<file path="config.mk">
export PLATFORM = sky130hd
export DESIGN_NAME = line_admit_table
export DESIGN_NICKNAME = d
export VERILOG_FILES = /design/src/rtl/lat_pkg.sv /design/src/rtl/req_classify.sv /design/src/rtl/line_cam.sv /design/src/rtl/alias_counters.sv /design/src/rtl/line_admit_table.sv
export SDC_FILE = /design/constraint.sdc
export NUM_CORES = 1
export LEC_CHECK = 0
export BUFFER_PORTS_ARGS = -buffer_cell sky130_fd_sc_hd__buf_2
export CORE_ASPECT_RATIO = 0.5
export CORE_MARGIN = 3
export CORE_UTILIZATION = 40
export DETAILED_ROUTE_END_ITERATION = 10
export GPL_TIMING_DRIVEN = 0
export HOLD_SLACK_MARGIN = 0.15
export SLEW_MARGIN = 20
export SYNTH_ARGS = -nofsm -noshare
export SYNTH_HDL_FRONTEND = slang
export SYNTH_HIERARCHICAL = 1
export SYNTH_SLANG_ARGS = --single-unit
</file>
<file path="constraint.sdc">
create_clock -name clk -period 7 [get_ports clk]
set_input_delay 1.4 -clock clk [delete_from_list [all_inputs] [get_ports clk]]
set_output_delay 1.4 -clock clk [all_outputs]
set_load 0.05 [all_outputs]
</file>
<file path="src/rtl/lat_pkg.sv">
package lat_pkg;

  typedef enum logic [3:0] {
    RQ_LOAD    = 4'd0,
    RQ_SPEC    = 4'd1,
    RQ_IFETCH  = 4'd2,
    RQ_STORE   = 4'd3,
    RQ_RMW_RD  = 4'd4,
    RQ_RMW_WR  = 4'd5,
    RQ_LOCK_RD = 4'd6,
    RQ_LOCK_WR = 4'd7,
    RQ_LL      = 4'd8,
    RQ_SC      = 4'd9,
    RQ_FLUSH   = 4'd10
  } req_kind_e;

  typedef enum logic [1:0] {
    STS_ISSUED  = 2'd0,
    STS_MERGED  = 2'd1,
    STS_ALIASED = 2'd2,
    STS_FULL    = 2'd3
  } status_e;

  typedef enum logic [2:0] {
    DS_LOAD   = 3'd0,
    DS_IFETCH = 3'd1,
    DS_STORE  = 3'd2,
    DS_ATOMIC = 3'd3,
    DS_FLUSH  = 3'd4,
    DS_SPEC   = 3'd5
  } ds_type_e;

endpackage

</file>
<file path="src/rtl/req_classify.sv">
module req_classify
  import lat_pkg::*;
#(
  parameter int LAT_W      = 4,
  parameter int ICACHE_LAT = 1,
  parameter int DCACHE_LAT = 2
) (
  input  logic [3:0]       kind,
  input  logic             store_chk,
  output logic [3:0]       prim_kind,
  output logic             is_write,
  output logic             is_spec,
  output logic             is_lock_wr,
  output logic [2:0]       ds_type,
  output logic [LAT_W-1:0] latency
);

  always_comb begin
    prim_kind  = kind;
    is_write   = 1'b0;
    ds_type    = DS_LOAD;
    case (kind)
      RQ_LOAD: begin
        if (store_chk) begin
          prim_kind = RQ_RMW_RD;
          is_write  = 1'b1;
          ds_type   = DS_STORE;
        end
      end
      RQ_SPEC:   ds_type = DS_SPEC;
      RQ_IFETCH: ds_type = DS_IFETCH;
      RQ_STORE, RQ_RMW_RD, RQ_RMW_WR, RQ_LOCK_RD, RQ_LOCK_WR: begin
        is_write = 1'b1;
        ds_type  = DS_STORE;
      end
      RQ_LL, RQ_SC: begin
        is_write = 1'b1;
        ds_type  = DS_ATOMIC;
      end
      RQ_FLUSH: begin
        is_write = 1'b1;
        ds_type  = DS_FLUSH;
      end
      default: prim_kind = RQ_LOAD;
    endcase
    is_spec    = (kind == RQ_SPEC);
    is_lock_wr = (kind == RQ_LOCK_WR);
    latency    = (kind == RQ_IFETCH) ? LAT_W'(ICACHE_LAT) : LAT_W'(DCACHE_LAT);
  end

endmodule

</file>
<file path="src/rtl/line_cam.sv">
module line_cam #(
  parameter int DEPTH  = 4,
  parameter int LINE_W = 26,
  parameter int META_W = 4,
  localparam int IDX_W = (DEPTH > 1) ? $clog2(DEPTH) : 1,
  localparam int OCC_W = $clog2(DEPTH + 1)
) (
  input  logic              clk,
  input  logic              rst_n,
  input  logic [LINE_W-1:0] look_line,
  output logic              look_hit,
  output logic [META_W-1:0] look_meta,
  input  logic              ins_en,
  input  logic [LINE_W-1:0] ins_line,
  input  logic [META_W-1:0] ins_meta,
  output logic              has_free,
  input  logic              rm_en,
  input  logic [LINE_W-1:0] rm_line,
  output logic              rm_hit,
  output logic [META_W-1:0] rm_meta,
  output logic [OCC_W-1:0]  occupancy
);

  logic [DEPTH-1:0]              vld_q, vld_nx;
  logic [DEPTH-1:0][LINE_W-1:0]  line_q;
  logic [DEPTH-1:0][META_W-1:0]  meta_q;
  logic [DEPTH-1:0]              look_match, rm_match;
  logic [IDX_W-1:0]              free_idx;

  for (genvar g = 0; g < DEPTH; g++) begin : g_cmp
    assign look_match[g] = vld_q[g] && (line_q[g] == look_line);
    assign rm_match[g]   = vld_q[g] && (line_q[g] == rm_line);
  end

  always_comb begin
    look_hit  = 1'b0;
    look_meta = '0;
    rm_hit    = 1'b0;
    rm_meta   = '0;
    has_free  = 1'b0;
    free_idx  = '0;
    occupancy = '0;
    for (int i = DEPTH - 1; i >= 0; i--) begin
      if (!vld_q[i]) begin
        has_free = 1'b1;
        free_idx = IDX_W'(i);
      end
    end
    for (int i = 0; i < DEPTH; i++) begin
      if (look_match[i]) begin
        look_hit  = 1'b1;
        look_meta = meta_q[i];
      end
      if (rm_match[i]) begin
        rm_hit  = rm_en;
        rm_meta = meta_q[i];
      end
      occupancy = occupancy + OCC_W'(vld_q[i]);
    end
  end

  always_comb begin
    vld_nx = vld_q;
    if (rm_en) vld_nx = vld_nx & ~rm_match;
    if (ins_en && has_free) vld_nx[free_idx] = 1'b1;
  end

  always_ff @(posedge clk or negedge rst_n) begin
    if (!rst_n) vld_q <= '0;
    else        vld_q <= vld_nx;
  end

  always_ff @(posedge clk) begin
    if (ins_en && has_free) begin
      line_q[free_idx] <= ins_line;
      meta_q[free_idx] <= ins_meta;
    end
  end

endmodule

</file>
<file path="src/rtl/alias_counters.sv">
module alias_counters #(
  parameter int CNT_W = 8
) (
  input  logic             clk,
  input  logic             rst_n,
  input  logic [3:0]       bump,
  output logic [CNT_W-1:0] cnt_sol,
  output logic [CNT_W-1:0] cnt_sos,
  output logic [CNT_W-1:0] cnt_lol,
  output logic [CNT_W-1:0] cnt_los
);

  logic [3:0][CNT_W-1:0] cnt_q, cnt_nx;

  for (genvar g = 0; g < 4; g++) begin : g_cnt
    assign cnt_nx[g] = cnt_q[g] + CNT_W'(1);
    always_ff @(posedge clk or negedge rst_n) begin
      if (!rst_n)       cnt_q[g] <= '0;
      else if (bump[g]) cnt_q[g] <= cnt_nx[g];
    end
  end

  assign cnt_sol = cnt_q[0];
  assign cnt_sos = cnt_q[1];
  assign cnt_lol = cnt_q[2];
  assign cnt_los = cnt_q[3];

endmodule

</file>
<file path="src/rtl/line_admit_table.sv">
module line_admit_table
  import lat_pkg::*;
#(
  parameter int ADDR_W     = 32,
  parameter int OFS_W      = 6,
  parameter int DEPTH      = 4,
  parameter int MAX_OUT    = 6,
  parameter int LAT_W      = 4,
  parameter int ICACHE_LAT = 1,
  parameter int DCACHE_LAT = 2,
  parameter int CNT_W      = 8,
  localparam int LINE_W    = ADDR_W - OFS_W,
  localparam int OUT_W     = $clog2(MAX_OUT + 1)
) (
  input  logic              clk,
  input  logic              rst_n,
  input  logic              req_valid,
  input  logic [3:0]        req_kind,
  input  logic              req_store_chk,
  input  logic [ADDR_W-1:0] req_addr,
  output logic [1:0]        rsp_status,
  output logic              iss_valid,
  output logic [2:0]        iss_type,
  output logic [LAT_W-1:0]  iss_latency,
  input  logic              rd_done_valid,
  input  logic [LINE_W-1:0] rd_done_line,
  input  logic              wr_done_valid,
  input  logic [LINE_W-1:0] wr_done_line,
  output logic [OUT_W-1:0]  outstanding,
  output logic [CNT_W-1:0]  cnt_store_on_load,
  output logic [CNT_W-1:0]  cnt_store_on_store,
  output logic [CNT_W-1:0]  cnt_load_on_load,
  output logic [CNT_W-1:0]  cnt_load_on_store
);

  localparam int OCC_W = $clog2(DEPTH + 1);

  logic [LINE_W-1:0] req_line;
  logic [3:0]        prim_kind;
  logic              is_write, is_spec, is_lock_wr;
  logic [2:0]        ds_type;
  logic [LAT_W-1:0]  ds_lat;

  logic              rd_hit, wr_hit, rd_free, wr_free;
  logic [3:0]        rd_hit_meta, wr_hit_meta;
  logic              rd_rm_hit, wr_rm_hit;
  logic [3:0]        rd_rm_meta, wr_rm_meta;
  logic [OCC_W-1:0]  rd_occ, wr_occ;

  logic              lock_vld_q, lock_vld_nx, lock_set;
  logic [LINE_W-1:0] lock_line_q;
  logic              line_locked, is_full;
  logic              accept;
  status_e           status;
  logic [3:0]        bump;
  logic [OUT_W-1:0]  out_q, out_nx;

  assign req_line = req_addr[ADDR_W-1:OFS_W];

  req_classify #(
    .LAT_W(LAT_W), .ICACHE_LAT(ICACHE_LAT), .DCACHE_LAT(DCACHE_LAT)
  ) u_class (
    .kind(req_kind), .store_chk(req_store_chk), .prim_kind(prim_kind),
    .is_write(is_write), .is_spec(is_spec), .is_lock_wr(is_lock_wr),
    .ds_type(ds_type), .latency(ds_lat)
  );

  line_cam #(.DEPTH(DEPTH), .LINE_W(LINE_W), .META_W(4)) u_rd_tab (
    .clk(clk), .rst_n(rst_n),
    .look_line(req_line), .look_hit(rd_hit), .look_meta(rd_hit_meta),
    .ins_en(accept && !is_write), .ins_line(req_line), .ins_meta(prim_kind),
    .has_free(rd_free),
    .rm_en(rd_done_valid), .rm_line(rd_done_line),
    .rm_hit(rd_rm_hit), .rm_meta(rd_rm_meta), .occupancy(rd_occ)
  );

  line_cam #(.DEPTH(DEPTH), .LINE_W(LINE_W), .META_W(4)) u_wr_tab (
    .clk(clk), .rst_n(rst_n),
    .look_line(req_line), .look_hit(wr_hit), .look_meta(wr_hit_meta),
    .ins_en(accept && is_write), .ins_line(req_line), .ins_meta(prim_kind),
    .has_free(wr_free),
    .rm_en(wr_done_valid), .rm_line(wr_done_line),
    .rm_hit(wr_rm_hit), .rm_meta(wr_rm_meta), .occupancy(wr_occ)
  );

  assign line_locked = lock_vld_q && (lock_line_q == req_line);
  assign is_full     = (out_q >= OUT_W'(MAX_OUT)) || (is_write ? !wr_free : !rd_free);

  // Admission decision: full, then lock, then table conflicts.
  always_comb begin
    status = STS_ISSUED;
    accept = 1'b0;
    bump   = 4'b0000;
    if (req_valid) begin
      if (is_full) begin
        status = STS_FULL;
      end else if (line_locked && !is_lock_wr) begin
        status = STS_ALIASED;
      end else if (is_write) begin
        if (rd_hit) begin
          status  = STS_ALIASED;
          bump[0] = 1'b1;
        end else if (wr_hit) begin
          status  = STS_ALIASED;
          bump[1] = 1'b1;
        end else begin
          accept = 1'b1;
        end
      end else begin
        if (wr_hit) begin
          status  = STS_ALIASED;
          bump[3] = 1'b1;
        end else if (rd_hit) begin
          if (is_spec && (rd_hit_meta == RQ_SPEC)) begin
            status = STS_MERGED;
          end else begin
            status  = STS_ALIASED;
            bump[2] = 1'b1;
          end
        end else begin
          accept = 1'b1;
        end
      end
    end
  end

  assign rsp_status  = status;
  assign iss_valid   = accept;
  assign iss_type    = ds_type;
  assign iss_latency = ds_lat;

  // Line lock next state
  always_comb begin
    lock_vld_nx = lock_vld_q;
    lock_set    = 1'b0;
    if (wr_rm_hit) begin
      if (wr_rm_meta == RQ_LOCK_RD) begin
        lock_vld_nx = 1'b1;
        lock_set    = 1'b1;
      end else if (wr_rm_meta == RQ_LOCK_WR) begin
        lock_vld_nx = 1'b0;
      end
    end
  end

  always_ff @(posedge clk or negedge rst_n) begin
    if (!rst_n) lock_vld_q <= 1'b0;
    else        lock_vld_q <= lock_vld_nx;
  end

  always_ff @(posedge clk) begin
    if (lock_set) lock_line_q <= wr_done_line;
  end

  // Outstanding count
  always_comb begin
    out_nx = out_q + OUT_W'(accept) - OUT_W'(rd_rm_hit) - OUT_W'(wr_rm_hit);
  end

  always_ff @(posedge clk or negedge rst_n) begin
    if (!rst_n) out_q <= '0;
    else        out_q <= out_nx;
  end

  assign outstanding = out_q;

  alias_counters #(.CNT_W(CNT_W)) u_cnt (
    .clk(clk), .rst_n(rst_n), .bump(bump),
    .cnt_sol(cnt_store_on_load), .cnt_sos(cnt_store_on_store),
    .cnt_lol(cnt_load_on_load), .cnt_los(cnt_load_on_store)
  );

endmodule

</file>
==> impl_metrics.csv, run 1 <==
group,metric,value,unit
status,status,"completed",
job,maxCapViolCount,0,
setup_path,rrSetupSlack,2960,ps
placed_design,dp.cells,1881,
timing,fin_skew,18.9,ps
die,die_w,287,µm
synthesis,netlist_area,0.0158,mm²
cts,clkSinkCount,310,
global_route,grt.overflow.total,0,
cts,cts_resized,0,
power_and_ir_drop,power.switching,1.23,mW
power_and_ir_drop,power_density,245,mW/mm²
setup_path,critical_path_class,"in2out",
timing,tightestPinTransition,1140,ps
global_route,grt_max_degree,45,
synthesis,yosysWarnings,6,
power_and_ir_drop,p_comb_share,14.3,%
timing,worst_slack,845,ps
power_and_ir_drop,switching_share,27.2,%
cts,clk_path_buf_depth,3,
timing,setup_viol,0,
timing,fin_crit_sh,87.9,%
cts,cts_tree,"built",
routing,drt-vias-per-instance,5.40,
routing,drt-initial-drc-count,1009,
power_and_ir_drop,power.internal,3.29,mW
timing,slew_violations,0,
cts,hold_buffers,0,
cts,cts_setup_buffers,0,
power_and_ir_drop,total_power,4.52,mW
die,dieHeight,147,µm
global_route,grt_usage,22.6,%
final_layout,drive_gt1_share,17.6,%
power_and_ir_drop,power_frac_seq,47.5,%
die,die_area,0.0422,mm²
timing,final.min_clock_period,6160,ps
placed_design,gp_congestion,0.944,
cts,htreeDepth,1,
final_layout,syn_to_final_growth,16.7,%
die,fp.coreArea,0.0382,mm²
final_layout,fin_cells,1936,
routing,ant_nets,0,
cts,clk_pin_slew,60,ps
synthesis,synth_area_per_cell,13.0,µm²
setup_path,crit_path_start_kind,"input port",
final_layout,nNetsFinal,1495,
routing,vias,10400,
routing,drc_errors,0,
setup_path,crit_arrival,4760,ps
min_path,hp-class,"reg2reg",
timing,tns,0,ps
global_route,grt_pass1_wl,70.0,mm
die,initial_utilization,41.4,%
global_route,antenna_found_initial,0,
routing,wl,48.3,mm
timing,clock.fmax,162,MHz
setup_path,critPathMaxFanout,11,
final_layout,diodes,0,
cts,cts_root_buffer,"clkbuf_16",
power_and_ir_drop,leakagePower,6.43,nW
cts,insertion_delay,580,ps
final_layout,utilization,48.4,%
routing,dr.pass1.iters,5,
global_route,grt_pass1_vias,10600,
placed_design,portBuffers,129,
placed_design,hpwl,37.6,mm
timing,rsz0062_at_grt,"false",
die,rows,50,
placed_design,dp_slack,880,ps
power_and_ir_drop,clock_power_share,38.2,%
timing,hold_viol,0,
setup_path,required,5600,ps
routing,wl_per_cell,24.9,µm
cts,cts_buffers,30,
power_and_ir_drop,vdd_ir_drop_max,0.189,mV
setup_path,end_kind,"output port",
synthesis,syn_inst,1214,
die,io_pins,139,
timing,relSlewSlack,23.3,%
## final timing paths
| path | start | depth (start not counted) | endpoint |
|---|---|---|---|
| worst max-delay path | req_addr[25] | 13 | rsp_status[0] |
| worst min-delay path | u_cnt/cnt_sos[7] | 1 | u_cnt/cnt_sos[7] |
| worst max register to register | u_wr_tab/line_q[50] | 8 | lock_line_q[20] |
| worst min register to register | u_cnt/cnt_sos[7] | 1 | u_cnt/cnt_sos[7] |
| max in group asynchronous | rst_n | 1 | u_cnt/cnt_lol[6] |
| min in group asynchronous | rst_n | 1 | u_cnt/cnt_los[4] |
## sequential cells by signal, indices dropped and copies added, names as in the netlist
name and cells:
u_wr_tab/line_q 104, outstanding 3, lock_vld_q 1, lock_line_q 26, u_cnt/cnt_los 8, u_wr_tab/vld_q 4, u_rd_tab/meta_q 16, u_rd_tab/line_q 104
u_cnt/cnt_sol 8, u_wr_tab/meta_q 16, u_cnt/cnt_sos 8, u_rd_tab/vld_q 4, u_cnt/cnt_lol 8
## metrics by stage
step | hold WS (ps) | cell area, µm²
4_1_cts | 464 | 18500
6_report | 458 | 18500
5_1_grt | 480 | 18500
2_1_floorplan | 442 | 15800
3_3_place_gp | 451 | 17100
3_5_place_dp | 451 | 17400
## critical path, stage by stage
cell and delay [ps]:
buf_2 320, clkbuf_1 300, xnor2_1 160, nand4_1 230, nor4_1 690, and3_1 350, o211a_1 190, o22ai_1 60
and4b_1 360, nand3_1 100, a31oi_1 160, o21a_1 140, buf_2 260
## cell usage in the layout (no fill, tap or decap), drive strengths merged, types with 4 or more instances in the layout
cell type / instances
a21oi: 9
and2: 4
and3: 6
and4: 4
buf: 164
clkbuf: 81
clkinv: 6
clkinvlp: 4
dfrtp: 44
edfxtp: 266
ha: 7
inv: 17
mux2: 5
nand2: 32
nand3: 17
nand4: 97
nor2: 37
nor3: 26
nor3b: 4
nor4: 53
o21ai: 10
xnor2: 276
xor2: 197
## per-layer routing
layer	GRT usage [%]	part of all wire, %	wire length (µm)	up-vias
met1	31.7	44	21200	5235
met3	4.53	7.6	3660	83
met2	35.2	45	21800	406
met4	7.34	3.3	1610	2
met5	1.14	0.13	63	-
li1	-	-	-	4719
## power groups by stage
stage / sequential [mW] / clock, mW / combinational (mW)
finish: 2.15 / 1.73 / 0.645
global placement: 2.19 / 0 / 0.604
global route: 2.16 / 1.84 / 0.686
CTS: 2.15 / 1.76 / 0.641
detailed placement: 2.19 / 0 / 0.636
floorplan: 2.21 / 0 / 0.335
## area by class of cell
class                   instances  area [µm²]
multi-input cells             832        6470
clock buffers                  41         915
clock inverters                14         140
plain buffers                  58         295
fillers                      3380       19700
repair buffers                146         868
well taps                     520         651
flip-flops and latches        310        9090
inverters                      15        56.3
No activity file was read; power rests on OpenSTA's default activity.
==> inputs of run 2 (changes only) <==
--- a/config.mk
+++ b/config.mk
@@ -15,5 +15,4 @@
 export SLEW_MARGIN = 20
 export SYNTH_ARGS = -nofsm -noshare
 export SYNTH_HDL_FRONTEND = slang
-export SYNTH_HIERARCHICAL = 1
 export SYNTH_SLANG_ARGS = --single-unit
==> run 2 against run 1 <==
Compared with the run above:
- hold slack gained 11 ps
- synthesized cell count shrank 1.7%
- power shrank 2.3%
- largest power group unchanged
- critical path depth shrank 3
- register-to-register slack lost 50 ps
- non-clock buffer count shrank 11
- combinational power shrank 11%
- utilization shrank 0.58 points
- area after synthesis shrank 0.26%
- sequential share of layout area grew 0.68 points
==> impl_metrics.csv, run 2 <==
group,metric,value,unit
synthesis,yosysWarnings,0,
die,initial_utilization,41.4,%
routing,drt-initial-drc-count,1152,
die,io_pins,139,
global_route,grt_pass1_wl,72.9,mm
final_layout,drive_gt1_share,16.7,%
die,die_area,0.0421,mm²
synthesis,ys_types,63,
placed_design,portBuffers,101,
final_layout,syn_to_final_growth,15.4,%
cts,clk_path_buf_depth,3,
synthesis,syn_inst,1193,
cts,insertion_delay,580,ps
synthesis,synth-main-ff-cell,"edfxtp_1",
routing,wl_per_cell,27.4,µm
cts,cts_resized,0,
timing,fin_crit_sh,91.4,%
power_and_ir_drop,leakagePower,6.08,nW
timing,setup_viol,0,
setup_path,r2r-end,"outstanding[2]",
die,die_w,287,µm
synthesis,netlist_area,0.0158,mm²
synthesis,synth_area_per_cell,13.2,µm²
routing,drc_errors,0,
synthesis,yosysSeqAreaShare,57.5,%
routing,dr.pass1.iters,7,
min_path,hp-class,"reg2reg",
placed_design,gp_congestion,0.914,
routing,wl,51.6,mm
power_and_ir_drop,vdd_ir_drop_max,0.175,mV
timing,whs,468,ps
global_route,grt_usage,24.2,%
cts,clkSinkCount,310,
cts,htreeDepth,1,
setup_path,rrSetupSlack,2910,ps
cts,clk_pin_slew,60,ps
synthesis,synth_common_cells,"xnor2_1 (385), edfxtp_1 (266), nand4_1 (106), xor2_1 (86), dfrtp_1 (44)",
setup_path,required,5600,ps
placed_design,hpwl,39.1,mm
power_and_ir_drop,power_density,242,mW/mm²
timing,slew_violations,0,
status,status,"completed",
synthesis,yosysTopAreaCellShare,50.6,%
timing,fin_skew,14.7,ps
global_route,antenna_found_initial,3,
synthesis,async_flop_share,14.2,%
power_and_ir_drop,total_power,4.42,mW
setup_path,critPathMaxFanout,9,
routing,ant_nets,0,
final_layout,final_common_cell,"xnor2_1",
min_path,min_path_cells,1,
die,dieHeight,147,µm
job,maxCapViolCount,0,
final_layout,diodes,0,
cts,cts_root_buffer,"clkbuf_16",
cts,hold_buffers,0,
routing,vias,10300,
final_layout,largestRegisters,"u_rd_tab.line_q: 104 flops, u_wr_tab.line_q: 104 flops, lock_line_q: 26 flops",
cts,cts_setup_buffers,0,
final_layout,nNetsFinal,1445,
setup_path,r2r-start,"u_rd_tab.line_q[15]",
timing,tns,0,ps
global_route,grt_max_degree,45,
final_layout,mostFrequentLayoutCells,"xnor2_1 (385), edfxtp_1 (266), buf_2 (117), nand4_1 (106), xor2_1 (86)",
die,rows,50,
timing,clock.fmax,156,MHz
min_path,hold-path-endpoint,"u_cnt.cnt_sos[7]",
timing,hold_viol,0,
cts,cts_tree,"built",
cts,cts_buffers,30,
routing,drt-vias-per-instance,5.48,
synthesis,synth_edf_count,266,
setup_path,critical_path_class,"in2out",
timing,relSlewSlack,27.9,%
setup_path,crit_path_start_kind,"input port",
synthesis,synth_most_common_cell,"xnor2_1",
setup_path,end_kind,"output port",
timing,rsz0062_at_grt,"false",
synthesis,synth_area_leaders,"edfxtp_1 (51%), xnor2_1 (21%), dfrtp_1 (7.0%)",
timing,tightestPinTransition,1070,ps
synthesis,synth_seq_cells,310,
synthesis,yosysTopAreaCell,"edfxtp_1",
global_route,grt_pass1_vias,10500,
global_route,grt.overflow.total,0,
setup_path,crit_arrival,5000,ps
setup_path,r2r_cells,12,
timing,final.min_clock_period,6400,ps
min_path,worstHoldStart,"u_cnt.cnt_sos[7]",
die,fp.coreArea,0.0382,mm²
final_layout,fill_cells,3402,
-- run 2: cell count changes in the layout (fill, tap and decap cells not counted), moves of 4 or more --
cell      delta
buf_2       -18
and4_1       -4
nand4_1     +11
o21ai_0      -7
nand2_1      -7
or4_1        +5
nor3_1       -4
nor4_1      -20
xnor2_1    +113
nor2_1      -12
xor2_1     -111
clkinv_2     +6
-- run 2: through the flow --
step	setup WS, ps	instances	instance area (µm²)	util [%]
after CTS	529	1886	18200	47.8
after detailed placement	561	1831	17200	45.1
final	600	1886	18200	47.8
after global placement	-2410	1815	17000	44.4
after global routing	569	1886	18200	47.8
after floorplan	651	1194	15800	-
-- run 2: final cells by class --
type / instances / area [µm²] / share of cell area (%)
buffer: 76 / 425 / 2.33
clock buffer: 36 / 805 / 4.41
clock inverter: 19 / 220 / 1.21
inverter: 14 / 52.6 / 0.288
multi-input combinational: 794 / 6280 / 34.5
sequential: 310 / 9090 / 49.8
tap: 520 / 651 / 3.57
timing repair buffer: 117 / 708 / 3.88
-- run 2: where the power goes --
group,switching [mW],leakage [nW],total (mW),internal [mW]
sequential,0.0482,2.96,2.12,2.07
combinational,0.383,2.61,0.577,0.193
clock,0.730,0.502,1.73,1.00
-- run 2: how the worst max path moves through the flow --
stage	start	cells past startpoint	end	slack (ps)
after CTS	req_addr[22]	11	rsp_status[1]	530
after global routing	req_addr[18]	10	rsp_status[0]	570
after global placement	req_addr[18]	7	u_rd_tab.line_q[12]	-2410
after floorplan	req_kind[0]	9	u_wr_tab.line_q[0]	650
final	req_addr[18]	10	rsp_status[0]	600
after detailed placement	req_addr[22]	11	rsp_status[1]	560
-- run 2: cells by family (layout without fill, tap and decap cells) --
kind of cell             count (synthesis)  count (layout)  share of synthesized area, %
adder cells (fa/ha/maj)                  8               8                         0.681
buffers and inverters                   90             262                          3.02
AO/OA/AOI/OAI                           37              37                          1.67
other                                    1               2                        0.0237
multiplexers                             5               5                         0.380
XOR/XNOR                               473             473                          26.3
flip-flops                             310             310                          57.5
AND/OR/NAND/NOR                        269             269                          10.4
-- run 2: critical path, cell delays in order --
cell and delay (ps):
buf_2 260, buf_2 410, xor2_1 190, nor4_1 460, nand4_1 600, or4_1 670
a21o_1 220, o31ai_1 290, and2_1 200, buf_2 270
-- run 2: per-layer routing --
layer	wire length [µm]	vias up	GRT usage (%)	share of wire [%]
met3	4930	102	5.59	9.5
met2	23200	540	38.2	45
li1	-	4547	-	-
met1	21200	5143	32.3	41
met5	0	-	0	0
met4	2320	0	9.58	4.5
